==> src/rtl/refresh_scheduler.sv <==
module refresh_scheduler #(
  parameter int CLK_MHZ      = 133,
  parameter bit HIGH_DENSITY = 1'b1,
  parameter int TRFC_CYC     = 10,
  parameter int GUARD_CYC    = 64,
  parameter int OWED_MAX     = 8
) (
  input  logic clk,
  input  logic rst,
  input  logic busy_hint,
  input  logic rfsh_gnt,
  output logic rfsh_req,
  output logic rfsh_urgent,
  output logic cke_hold
);

  localparam int AVG_CYC  = HIGH_DENSITY ? (CLK_MHZ * 78125) / 10000
                                         : (CLK_MHZ * 15625) / 1000;
  localparam int HARD_CYC = HIGH_DENSITY ? (CLK_MHZ * 703) / 10
                                         : (CLK_MHZ * 1406) / 10;
  localparam int TRIP_CYC = HARD_CYC - GUARD_CYC;
  localparam int AW = $clog2(AVG_CYC);
  localparam int WW = $clog2(HARD_CYC + 1);
  localparam int RW = $clog2(TRFC_CYC);
  localparam int OW = $clog2(OWED_MAX + 1);

  logic [AW-1:0] div_q;
  logic [OW-1:0] owed_q, owed_d;
  logic [WW-1:0] gap_q;
  logic [RW-1:0] busy_q;
  logic [OW:0]   owed_sum;
  logic          tick, fire, idle, dec;

  assign tick        = div_q == AW'(AVG_CYC - 1);
  assign idle        = busy_q == '0;
  assign rfsh_urgent = (owed_q == OW'(OWED_MAX)) || (gap_q >= WW'(TRIP_CYC));
  assign rfsh_req    = idle && (rfsh_urgent || (owed_q != '0 && !busy_hint));
  assign fire        = rfsh_req && rfsh_gnt;
  assign cke_hold    = fire || !idle;
  assign dec         = fire && (owed_q != '0);

  always_comb begin
    owed_sum = {1'b0, owed_q} + (OW+1)'(tick) - (OW+1)'(dec);
    owed_d   = (owed_sum > (OW+1)'(OWED_MAX)) ? OW'(OWED_MAX) : owed_sum[OW-1:0];
  end

  always_ff @(posedge clk) begin
    if (rst) begin
      div_q  <= '0;
      owed_q <= '0;
      gap_q  <= '0;
      busy_q <= '0;
    end else begin
      div_q  <= tick ? '0 : div_q + 1'b1;
      owed_q <= owed_d;
      if (fire)
        gap_q <= '0;
      else if (gap_q != WW'(HARD_CYC))
        gap_q <= gap_q + 1'b1;
      if (fire)
        busy_q <= RW'(TRFC_CYC - 1);
      else if (!idle)
        busy_q <= busy_q - 1'b1;
    end
  end

endmodule

==> config.mk <==
export PLATFORM = sky130hd
export DESIGN_NAME = refresh_scheduler
export DESIGN_NICKNAME = d
export VERILOG_FILES = /design/src/rtl/refresh_scheduler.sv
export SDC_FILE = /design/constraint.sdc
export NUM_CORES = 1
export LEC_CHECK = 0
export ABC_AREA = 1
export BUFFER_PORTS_ARGS = -buffer_cell sky130_fd_sc_hd__buf_2
export CAP_MARGIN = 5
export CORE_MARGIN = 5
export CORE_UTILIZATION = 40
export CTS_CLUSTER_DIAMETER = 30
export DETAILED_ROUTE_END_ITERATION = 6
export PLACE_DENSITY_LB_ADDON = 0.05
export SYNTH_ARGS = -nofsm -noshare
export SYNTH_HDL_FRONTEND = slang
export SYNTH_SLANG_ARGS = --single-unit
export TNS_END_PERCENT = 5
==> constraint.sdc <==
create_clock -name clk -period 4.6 [get_ports clk]
set_input_delay 0.92 -clock clk [delete_from_list [all_inputs] [get_ports clk]]
set_output_delay 0.92 -clock clk [all_outputs]
set_load 0.02 [all_outputs]
==> impl_metrics.yaml <==
outcome:
  status: "finished, final reports clean"
cts:
  cts.sinks: 33
  cts_tree: "built"
  cts_setup_buffers: 0
  worstSkewPairLatency_ns: 0.28
  ctsHtreeMaxLevel: 2
  clk_path_buf_depth: 2
  cts_resized: 0
  cts_buffers: 5
  cts_hold_buf: 0
  path_clk_slew_ns: 0.07
  root_buffer: "clkbuf_8"
route:
  viasPerCell: 4.635
  drcViolationCount: 0
  routedWlPerCell_um: 10.46
  vias: 1511
  drt_iter0_drc: 64
  totalWireLength_mm: 3.409
  ant_nets: 0
  first_pass_iters: 4
critical_path:
  crit_path_start_kind: "flip-flop"
  critPathTopFamily: "adder cells"
  worst_ep_arrival_time_ns: 3.16
  cp-end-kind: "flip-flop"
  slowest_stage: "fa_1"
  crit_required_ns: 4.82
  cp_max_fo: 5
  path_cells: "inv_1 -> ha_1 -> o21ai_0 -> nand2_1 -> nand2_1 -> nand3_2 -> nand3_4 -> nor2_1 -> ha_1 -> inv_1 -> ha_1 -> inv_1 -> fa_1 -> inv_1 -> nand2_1 -> a21oi_1 -> nor2_1 -> nand2_1 -> nand2_1 -> nor2_1 -> nand2_1 -> nor2_1"
  crit_top_cell: "nand2_1"
  crit_type: "flip-flop to flip-flop"
  slowest_delay_ns: 0.39
  path_buf_inv: 4
logic_synthesis:
  yosys_warnings: 0
  syn_area_um2: 1902
  ys_ff_latch: 33
  synth_cell_type_count: 26
  synthesis.nets: 278
  synth-seq-area-share_pct: 34.74
  syn_avg_cell_area_um2: 7.343
  postSynthCellCount: 259
global_route:
  grt_pass1_vias: 1467
  grt-ovfl-total: 0
  grt_util_all_layers_pct: 12.66
  antenna_found_initial: 0
  grt_pass1_wl_mm: 6.320
  grt_max_degree: 17
final_layout:
  fin_cells: 326
  multiInputGateArea_um2: 1060
  regArea_um2: 660.6
  final_layout_size_suffix_gt1_share_pct: 12.50
  nets: 290
  final.fill_count: 497
  syn_to_final_growth_pct: 11.12
  diodes: 0
timing:
  clock.fmax_ghz: 0.3410
  finalHoldViolCount: 0
  finalCritPeriodShare_pct: 63.75
  tightest_slew_ns: 0.3656
  setup_violations: 0
  setup_ws_ns: 1.667
  clock_skew_ns: 0.003150
  min_period_ns: 2.933
  slew-limit-headroom_pct: 75.44
  fin_tns_setup_ns: 0
  slew_viol_final: 0
  rsz0062_at_grt: "no"
min_path:
  min_path_type: "flip-flop to flip-flop"
die:
  core_area_um2: 4661
  ios: 7
  num_rows: 25
  die_y_um: 78.96
  die_w_um: 78.96
  initial_core_util_pct: 40.81
  die_area_um2: 6234
place:
  port_buffers: 6
  pre_cts_slack_ns: 1.480
  dp_cells: 318
  hpwl_mm: 2.673
  gp_congestion: 0.7714
power_and_ir_drop:
  seqPwrFrac_pct: 34.5
  power.density_nw_per_um2: 470.9
  p_switching_w: 0.0003364
  p_int_w: 0.0006586
  p_leak_nw: 0.8789
  power_frac_comb_pct: 33.0
  p_clk_share_pct: 32.5
  ir_worst_vdd_mv: 0.2727
  netSwitchingFraction_pct: 33.81
run:
  maxCapViolations: 0
-- flip-flops by register name, summed over array words and instances, names as in the netlist --
| name | count |
|---|---|
| gap_q | 14 |
| busy_q | 4 |
| owed_q | 4 |
| div_q | 11 |
-- layout by cell type, fill, tap and decap left out, drive strengths merged --
master	n
ha	14
dfxtp	33
nor4	1
clkinv	1
a31oi	1
o21ai	8
nand4	4
buf	6
nor2	51
a21boi	1
clkbuf	5
or2	3
nand3	17
fa	1
a21oi	11
inv	43
xnor2	4
nor3	8
a21o	1
nand2	45
xor2	12
bufinv	2
-- synthesized netlist by cell type --
library cell,number,area (µm²)
or2_2,2,12.51
a21o_1,1,7.510
nand4_1,4,25.02
nand3_2,2,20.02
o21ai_0,8,40.04
buf_12,1,20.02
nor2_2,12,75.07
nor2_1,38,142.6
nor3_2,1,10.01
a21oi_1,11,55.05
inv_1,43,161.4
xor2_1,12,105.1
nor4_1,1,6.260
nand3_1,14,70.07
dfxtp_1,33,660.6
xnor2_1,4,35.03
a21boi_0,1,7.510
fa_1,1,20.02
nor2_4,1,11.26
nand2_1,44,165.2
nand3_4,1,17.52
nor3_1,7,35.03
ha_1,14,175.2
a31oi_1,1,6.260
nand2_4,1,11.26
or2_0,1,6.260
-- layout make-up --
cell class	count	area share (%)
multi-input cells	182	50.15
clock buffers	5	3.256
repair buffers	6	1.421
flip-flops and latches	33	31.26
inverters	43	7.638
well taps	54	3.197
clock inverters	3	3.079
-- metrics by stage --
step / utilization [%] / hold WS [ns] / total power, W / area, µm²
floorplan: - / 0.4297 / 0.0006197 / 1902
global placement: 42.47 / 0.4496 / 0.0006869 / 1979
detailed placement: 42.47 / 0.4578 / 0.0006846 / 1979
CTS: 45.34 / 0.4764 / 0.001010 / 2113
global route: 45.34 / 0.4920 / 0.001080 / 2113
finish: 45.34 / 0.4673 / 0.0009950 / 2113
-- routing by layer --
metal | GRT usage, % | share of wire, % | wire (µm)
met1 | 16.66 | 54 | 1828
met2 | 19.61 | 42 | 1419
met5 | 0 | 0 | 0
met3 | 3.061 | 2.7 | 93
met4 | 5.670 | 2.0 | 68
-- power groups by stage --
stage / registers [W] / logic [W] / clock network, W
floorplan: 0.000343 / 0.000277 / 0
global placement: 0.000351 / 0.000336 / 0
detailed placement: 0.000350 / 0.000335 / 0
CTS: 0.000343 / 0.000336 / 0.000330
global route: 0.000347 / 0.000388 / 0.000344
finish: 0.000343 / 0.000328 / 0.000324
-- logic make-up after synthesis --
family	share of synthesized area (%)
AOI/OAI and AO/OA	6.119
xor gates and xnor gates	7.368
adders and majority gates	10.26
buffers and inverters	9.539
DFF	34.74
and+or+nand+nor	31.97
-- final timing paths --
check / from / to / slack [ns] / cells past startpoint
max: gap_q[1]$_SDFFE_PP0P_ / owed_q[2]$_SDFF_PP0_ / 1.67 / 22
min: div_q[0]$_SDFF_PP0_ / div_q[0]$_SDFF_PP0_ / 0.47 / 1
max reg2reg: gap_q[1]$_SDFFE_PP0P_ / owed_q[2]$_SDFF_PP0_ / 1.67 / 22
min reg2reg: div_q[0]$_SDFF_PP0_ / div_q[0]$_SDFF_PP0_ / 0.47 / 1
Note: power is estimated with default switching activity, not from simulation.
